File: src/rtl/cgc_pkg.sv
package cgc_pkg;
   typedef enum logic [2:0] {
      ST_NORM   = 3'd0,
      ST_OVCHG  = 3'd1,
      ST_OVDIS  = 3'd2,
      ST_PDOWN  = 3'd3,
      ST_OVCUR  = 3'd4,
      ST_ABNCHG = 3'd5
   } cgc_state_e;

   typedef enum logic [2:0] {
      K_NONE  = 3'd0,
      K_OVC   = 3'd1,
      K_OVD   = 3'd2,
      K_OC1   = 3'd3,
      K_OC2   = 3'd4,
      K_SHORT = 3'd5,
      K_ABN   = 3'd6
   } cgc_kind_e;

   typedef struct packed {
      logic ovc_hi;
      logic ocrel_lo;
      logic ovd_lo;
      logic odrel_hi;
      logic chg_seen;
      logic oc1_hi;
      logic oc2_hi;
      logic short_hi;
      logic vm_small;
      logic zv_lo;
      logic zv_start;
   } cgc_flags_t;

   localparam int unsigned CGC_NFLAGS = $bits(cgc_flags_t);
endpackage

File: src/rtl/cgc_sync.sv
module cgc_sync #(
   parameter int unsigned W      = 1,
   parameter int unsigned STAGES = 2
) (
   input  logic         clk,
   input  logic         rst_n,
   input  logic [W-1:0] d,
   output logic [W-1:0] q
);
   generate
      if (STAGES < 2) begin : g_bad_depth
         $error("cgc_sync needs at least two stages");
      end
      if (W < 1) begin : g_bad_width
         $error("cgc_sync needs a nonzero width");
      end
   endgenerate

   logic [W-1:0] stg [STAGES];

   always_ff @(posedge clk or negedge rst_n) begin
      if (!rst_n) stg[0] <= '0;
      else        stg[0] <= d;
   end

   generate
      for (genvar i = 1; i < STAGES; i++) begin : g_stage
         always_ff @(posedge clk or negedge rst_n) begin
            if (!rst_n) stg[i] <= '0;
            else        stg[i] <= stg[i-1];
         end
      end
   endgenerate

   assign q = stg[STAGES-1];
endmodule

File: src/rtl/cgc_fsm.sv
module cgc_fsm
   import cgc_pkg::*;
(
   input  logic       clk,
   input  logic       rst_n,
   input  cgc_flags_t f,
   input  logic       tmr_done,
   output logic       tmr_start,
   output logic       tmr_clear,
   output logic [2:0] tmr_kind,
   output logic       base_chg,
   output logic       base_dsg,
   output logic       pwr_down
);
   cgc_state_e st, st_nx;
   cgc_kind_e  cand, pend;

   function automatic cgc_state_e fault_of(input cgc_kind_e k);
      case (k)
         K_OVC:                 return ST_OVCHG;
         K_OVD:                 return ST_OVDIS;
         K_OC1, K_OC2, K_SHORT: return ST_OVCUR;
         K_ABN:                 return ST_ABNCHG;
         default:               return ST_NORM;
      endcase
   endfunction

   // candidate fault, highest priority first
   always_comb begin
      cand = K_NONE;
      if (st == ST_NORM) begin
         if      (f.short_hi) cand = K_SHORT;
         else if (f.oc2_hi)   cand = K_OC2;
         else if (f.oc1_hi)   cand = K_OC1;
         else if (f.ovc_hi)   cand = K_OVC;
         else if (f.ovd_lo)   cand = K_OVD;
         else if (f.chg_seen) cand = K_ABN;
      end
   end

   always_comb begin
      st_nx = st;
      case (st)
         ST_NORM:
            if (tmr_done && cand != K_NONE && cand == pend) st_nx = fault_of(cand);
         ST_OVCHG:
            if ((f.ocrel_lo && !f.chg_seen) || (f.oc1_hi && !f.ovc_hi)) st_nx = ST_NORM;
         ST_OVDIS:
            if (f.chg_seen ? !f.ovd_lo : f.odrel_hi) st_nx = ST_NORM;
            else if (f.vm_small && !f.chg_seen)      st_nx = ST_PDOWN;
         ST_PDOWN:
            if (f.chg_seen) st_nx = ST_OVDIS;
         ST_OVCUR:
            if (!f.oc1_hi) st_nx = ST_NORM;
         ST_ABNCHG:
            if (!f.chg_seen) st_nx = ST_NORM;
         default: st_nx = ST_NORM;
      endcase
   end

   always_ff @(posedge clk or negedge rst_n) begin
      if (!rst_n) begin
         st        <= ST_NORM;
         pend      <= K_NONE;
         tmr_start <= 1'b0;
         tmr_clear <= 1'b0;
         tmr_kind  <= K_NONE;
      end else begin
         st        <= st_nx;
         tmr_start <= 1'b0;
         tmr_clear <= 1'b0;
         if (st == ST_NORM && st_nx == ST_NORM) begin
            if (cand != pend) begin
               pend <= cand;
               if (cand != K_NONE) begin
                  tmr_start <= 1'b1;
                  tmr_kind  <= cand;
               end else begin
                  tmr_clear <= 1'b1;
               end
            end
         end else begin
            pend <= K_NONE;
         end
      end
   end

   assign base_chg = !(st == ST_OVCHG || st == ST_ABNCHG);
   assign base_dsg = (st == ST_NORM || st == ST_OVCHG || st == ST_ABNCHG);
   assign pwr_down = (st == ST_PDOWN);

   assert_ovchg_entry_R2: assert property (@(posedge clk) disable iff (!rst_n)
      (st == ST_NORM && tmr_done && pend == K_OVC && cand == K_OVC) |=> st == ST_OVCHG);
   assert_charger_hold_R4: assert property (@(posedge clk) disable iff (!rst_n)
      (st == ST_OVCHG && f.chg_seen && !(f.oc1_hi && !f.ovc_hi)) |=> st == ST_OVCHG);
   assert_pdown_entry_R6: assert property (@(posedge clk) disable iff (!rst_n)
      (st == ST_OVDIS && f.vm_small && !f.chg_seen && !f.odrel_hi) |=> pwr_down);
   assert_ocur_release_R8: assert property (@(posedge clk) disable iff (!rst_n)
      (st == ST_OVCUR && !f.oc1_hi) |=> st == ST_NORM);
   assert_abn_release_R9: assert property (@(posedge clk) disable iff (!rst_n)
      (st == ST_ABNCHG && !f.chg_seen) |=> base_chg);
   assert_tmr_exclusive_R10: assert property (@(posedge clk) disable iff (!rst_n)
      !(tmr_start && tmr_clear));
endmodule

File: src/rtl/cgc_zv.sv
module cgc_zv #(
   parameter bit ZV_CHARGE = 1'b0
) (
   input  logic base_chg,
   input  logic zv_lo,
   input  logic zv_start,
   output logic chg_en
);
   generate
      if (ZV_CHARGE) begin : g_zv_force
         logic unused_lo;
         assign unused_lo = zv_lo;
         assign chg_en    = base_chg | zv_start;
      end else begin : g_zv_inhibit
         logic unused_start;
         assign unused_start = zv_start;
         assign chg_en       = base_chg & ~zv_lo;
      end
   endgenerate
endmodule

File: src/rtl/cell_guard_ctrl.sv
module cell_guard_ctrl
   import cgc_pkg::*;
#(
   parameter bit          ZV_CHARGE   = 1'b0,
   parameter int unsigned SYNC_STAGES = 2
) (
   input  logic       clk,
   input  logic       rst_n,
   input  logic       ovc_hi,
   input  logic       ocrel_lo,
   input  logic       ovd_lo,
   input  logic       odrel_hi,
   input  logic       chg_seen,
   input  logic       oc1_hi,
   input  logic       oc2_hi,
   input  logic       short_hi,
   input  logic       vm_small,
   input  logic       zv_lo,
   input  logic       zv_start,
   input  logic       tmr_done,
   output logic       tmr_start,
   output logic       tmr_clear,
   output logic [2:0] tmr_kind,
   output logic       chg_en,
   output logic       dsg_en,
   output logic       pwr_down
);
   cgc_flags_t raw, fs;
   logic [CGC_NFLAGS-1:0] fs_bits;
   logic base_chg;

   always_comb begin
      raw          = '0;
      raw.ovc_hi   = ovc_hi;
      raw.ocrel_lo = ocrel_lo;
      raw.ovd_lo   = ovd_lo;
      raw.odrel_hi = odrel_hi;
      raw.chg_seen = chg_seen;
      raw.oc1_hi   = oc1_hi;
      raw.oc2_hi   = oc2_hi;
      raw.short_hi = short_hi;
      raw.vm_small = vm_small;
      raw.zv_lo    = zv_lo;
      raw.zv_start = zv_start;
   end

   cgc_sync #(.W(CGC_NFLAGS), .STAGES(SYNC_STAGES)) u_sync (
      .clk(clk), .rst_n(rst_n), .d(raw), .q(fs_bits)
   );
   assign fs = cgc_flags_t'(fs_bits);

   cgc_fsm u_fsm (
      .clk(clk), .rst_n(rst_n), .f(fs), .tmr_done(tmr_done),
      .tmr_start(tmr_start), .tmr_clear(tmr_clear), .tmr_kind(tmr_kind),
      .base_chg(base_chg), .base_dsg(dsg_en), .pwr_down(pwr_down)
   );

   cgc_zv #(.ZV_CHARGE(ZV_CHARGE)) u_zv (
      .base_chg(base_chg), .zv_lo(fs.zv_lo), .zv_start(fs.zv_start), .chg_en(chg_en)
   );

   generate
      if (ZV_CHARGE) begin : g_chk_force
         assert_zv_force_R12: assert property (@(posedge clk) disable iff (!rst_n)
            fs.zv_start |-> chg_en);
      end else begin : g_chk_inhibit
         assert_zv_inhibit_R11: assert property (@(posedge clk) disable iff (!rst_n)
            (fs.zv_lo && $past(fs.zv_lo)) |-> !chg_en);
      end
   endgenerate
endmodule

File: config.mk
export PLATFORM = sky130hd
export DESIGN_NAME = cell_guard_ctrl
export DESIGN_NICKNAME = d
export VERILOG_FILES = /design/src/rtl/cgc_pkg.sv /design/src/rtl/cgc_sync.sv /design/src/rtl/cgc_fsm.sv /design/src/rtl/cgc_zv.sv /design/src/rtl/cell_guard_ctrl.sv
export SDC_FILE = /design/constraint.sdc
export NUM_CORES = 1
export LEC_CHECK = 0
export BUFFER_PORTS_ARGS = -buffer_cell sky130_fd_sc_hd__buf_2
export CORE_UTILIZATION = 55
export DETAILED_ROUTE_END_ITERATION = 8
export PLACE_DENSITY = 0.77
export SLEW_MARGIN = 20
export SYNTH_ARGS = -nofsm -noshare
export SYNTH_HDL_FRONTEND = slang
export SYNTH_SLANG_ARGS = --single-unit
File: constraint.sdc
create_clock -name clk -period 2.8 [get_ports clk]
set_input_delay 0.56 -clock clk [delete_from_list [all_inputs] [get_ports clk]]
set_output_delay 0.56 -clock clk [all_outputs]
set_load 0.05 [all_outputs]
==> impl_metrics.yaml <==
final_layout:
  insertedDiodeCount: 0
  area.sequential_um2: 775.7
  multi_input_comb_area_um2: 489.2
  final.fill_count: 171
  layout.cells.most_common_list: "31 x dfrtp_1, 20 x buf_2, 8 x nand2_1"
  final_stage_net_count: 145
  final_common_cell: "dfrtp_1"
  final_layout_size_suffix_gt1_share_pct: 31.82
  area_growth_syn_to_layout_pct: 16.91
setup_path:
  worst_setup_path_startpoint: "u_fsm.st[0]"
  worst_ep_arrival_time_ns: 1.38
  critPathMaxStageDelay_ns: 0.49
  critical_path_class: "flip-flop to output pin"
  reg2reg_slack_ns: 0.91
  worst_r2r_startpoint: "u_fsm.st[2]"
  timing.reg2reg.worst_path_depth: 5
  destination_of_the_worst_register_to_register_timing_path: "u_fsm.pend[2]"
  worstSetupEndpoint: "chg_en"
  worstSetupStartpointType: "flip-flop"
  crit_path_max_fanout: 8
  timing.critical_path.slowest_stage_cell: "dfrtp_1"
  chain_of_cells_forming_the_critical_path: "and2b_1 -> nor2_1 -> buf_2"
  critical_path_required_ns: 2.24
  endpoint_kind: "output pin"
global_route:
  pin_count_of_the_biggest_net_entering_global_routing: 32
  grt_use_total_pct: 21.60
  grt.overflow.total: 0
  grt_first_pass_wirelength_um: 3753
  vias_in_the_first_global_route: 872
  antenna_violations_before_repair: 0
run:
  max-cap-violations: 0
sta:
  setup-tns-final_ns: 0
  hold_ws_ns: 0.2441
  slew-limit-headroom_pct: 56.46
  rsz0062_at_grt: "no"
  final_hold_viol_count: 0
  final.min_clock_period_ns: 1.943
  clock_skew_ns: 0.008791
  final_min_period_over_clock_period_pct: 69.41
  max_slew.worst_pin.slew_ns: 0.6531
  achievable-frequency_mhz: 514.6
  report.final.slew_viol_count: 0
  final-setup-viol-count: 0
clocking:
  cts_hold_repair.buffers: 0
  postCtsResizedCells: 0
  tritoncts_clock_tree: "yes"
  clock_root_cell: "clkbuf_4"
  cts-buffers-inserted: 5
  clock_tree.htree_level_count: 2
  post-cts-setup-buffer-count: 0
  clkLatencyLatePin_ns: 0.33
  clk_path_buf_depth: 2
  tritoncts_num_sinks: 31
  clock_pin_slew_reported_for_the_worst_setup_and_hold_paths_after_clock_tree_synthesis_ns: 0.10
synth:
  netlist.top_cell.by_area: "dfrtp_1"
  synth.avg_cell_area_um2: 12.36
  synthFlopType: "dfrtp_1"
  synth.net_count: 120
  synth_async_sr_flop_share_pct: 100.0
  number_of_enable_flip_flop_cells_after_synthesis: 0
  yosysWarnings: 0
  postSynthRegisterBits: 31
  post-synth-top-area-fraction_pct: 59.22
  syn_area_um2: 1310
  synthCells: 106
  synth_top_cells_by_area: "dfrtp_1 59%, o32ai_1 2.7%, nand2_1 2.3%, inv_1 2.0%, o311a_4 1.6%"
  seq_area_frac_synth_pct: 59.22
  ys_types: 43
route:
  highest-signal-layer: "met4"
  dr_wl_met3_um: 96
  detail_route.vias_per_cell: 5.713
  wl_per_cell_um: 14.00
  detail_route.iter0.violations: 14
  route.antenna.remaining_nets: 0
  wirelength_um: 2240
  route.detailed.drc: 0
  vias: 914
  detailedRoute.firstPassIterationCount: 5
  routed-wl-met2_um: 1146
  detail_route.wirelength.met1_um: 973
floorplanning:
  dieArea_um2: 2581
  initial_util_pct: 58.66
  num_rows: 17
  design.core.area_um2: 2233
  die_height_um: 50.81
  ios: 22
  floorplan.die.width_um: 50.81
run_status:
  status: "completed"
power_and_ir_drop:
  total_leakage_power_nw: 0.7002
  cellPowerDensity_nw_per_um2: 992.1
  vdd_drop_max_mv: 0.8556
placement:
  buffer_ports.inserted: 20
  routabilityCongestion: 0.8830
  detailedPlacementHpwl_um: 1576
worst_hold_path:
  hp-class: "primary input to asynchronous set/reset pin"
[critical path: cells and delay by family (launching register included)]
family	cells	cell delay [ns]
buffers and inverters	1	0.26
DFF	1	0.49
and+or+nand+nor	2	0.30
[per-layer routing]
layer  vias up  track usage, %
met5         -               0
met4         0           11.11
met3         4           10.00
met2        26           36.89
met1       448           21.84
li1        436               -
[how the worst min path moves through the flow]
stage                         startpoint         endpoint  slack (ns)  cells after the start
final                              rst_n      u_fsm.st[2]        0.24                      1
after global routing               rst_n      u_sync.q[9]        0.27                      1
after CTS                          rst_n  u_fsm.tmr_clear        0.26                      1
after detailed placement  u_sync.stg[13]      u_sync.q[2]        0.33                      0
after global placement    u_sync.stg[21]     u_sync.q[10]        0.33                      0
after floorplan                    rst_n    u_fsm.pend[0]        0.26                      0
[Yosys cell counts, types with 2 or more instances]
library cell / n
dfrtp_1: 31
nand2_1: 8
inv_1: 7
nor2_1: 4
nor3_1: 4
o32ai_1: 4
a21oi_1: 3
a31oi_1: 3
o21ai_1: 3
nand3_1: 2
o21a_1: 2
o21ai_0: 2
o21ai_2: 2
or3_1: 2
[stage by stage]
stage	power (W)	instance area, um2	std cells	utilization (%)	setup slack (ns)
6_report	0.001519	1531	160	68.57	0.8567
5_1_grt	0.001604	1531	160	68.57	0.7291
4_1_cts	0.001529	1531	160	68.57	0.8259
3_5_place_dp	0.001089	1426	152	63.87	0.9314
3_3_place_gp	0.001074	1426	152	63.87	0.9881
2_1_floorplan	0.0009822	1310	106	-	0.9553
[layout make-up]
cell class / instances / share of cell area [%]
clock inverter: 3 / 4.412
multi-input combinational: 66 / 31.94
sequential: 31 / 50.65
clock buffer: 5 / 2.451
inverter: 7 / 1.716
tap: 28 / 2.288
timing repair buffer: 20 / 6.536
[state kept, by name (all words and copies together) (netlist names)]
| signal | flops |
|---|---|
| u_fsm.tmr_kind | 3 |
| u_sync.stg | 10 |
| u_fsm.tmr_clear | 1 |
| u_fsm.st | 3 |
| u_fsm.pend | 3 |
| u_fsm.tmr_start | 1 |
| u_sync.q | 10 |
[cell families (layout without fill, tap and decap cells)]
kind of cell	Yosys count	in the layout	synth area share, %
simple gates	35	35	16.62
xor+xnor	1	1	0.6687
buf+inv	9	35	3.439
compound gates	29	29	19.29
flops	31	31	59.22
mux	1	1	0.7641
[power by group]
group | internal [W] | switching [W]
Sequential | 0.000516 | 0.0000607
Combinational | 0.000175 | 0.000332
Clock | 0.000278 | 0.000158
(Power assumes the default switching activity.)
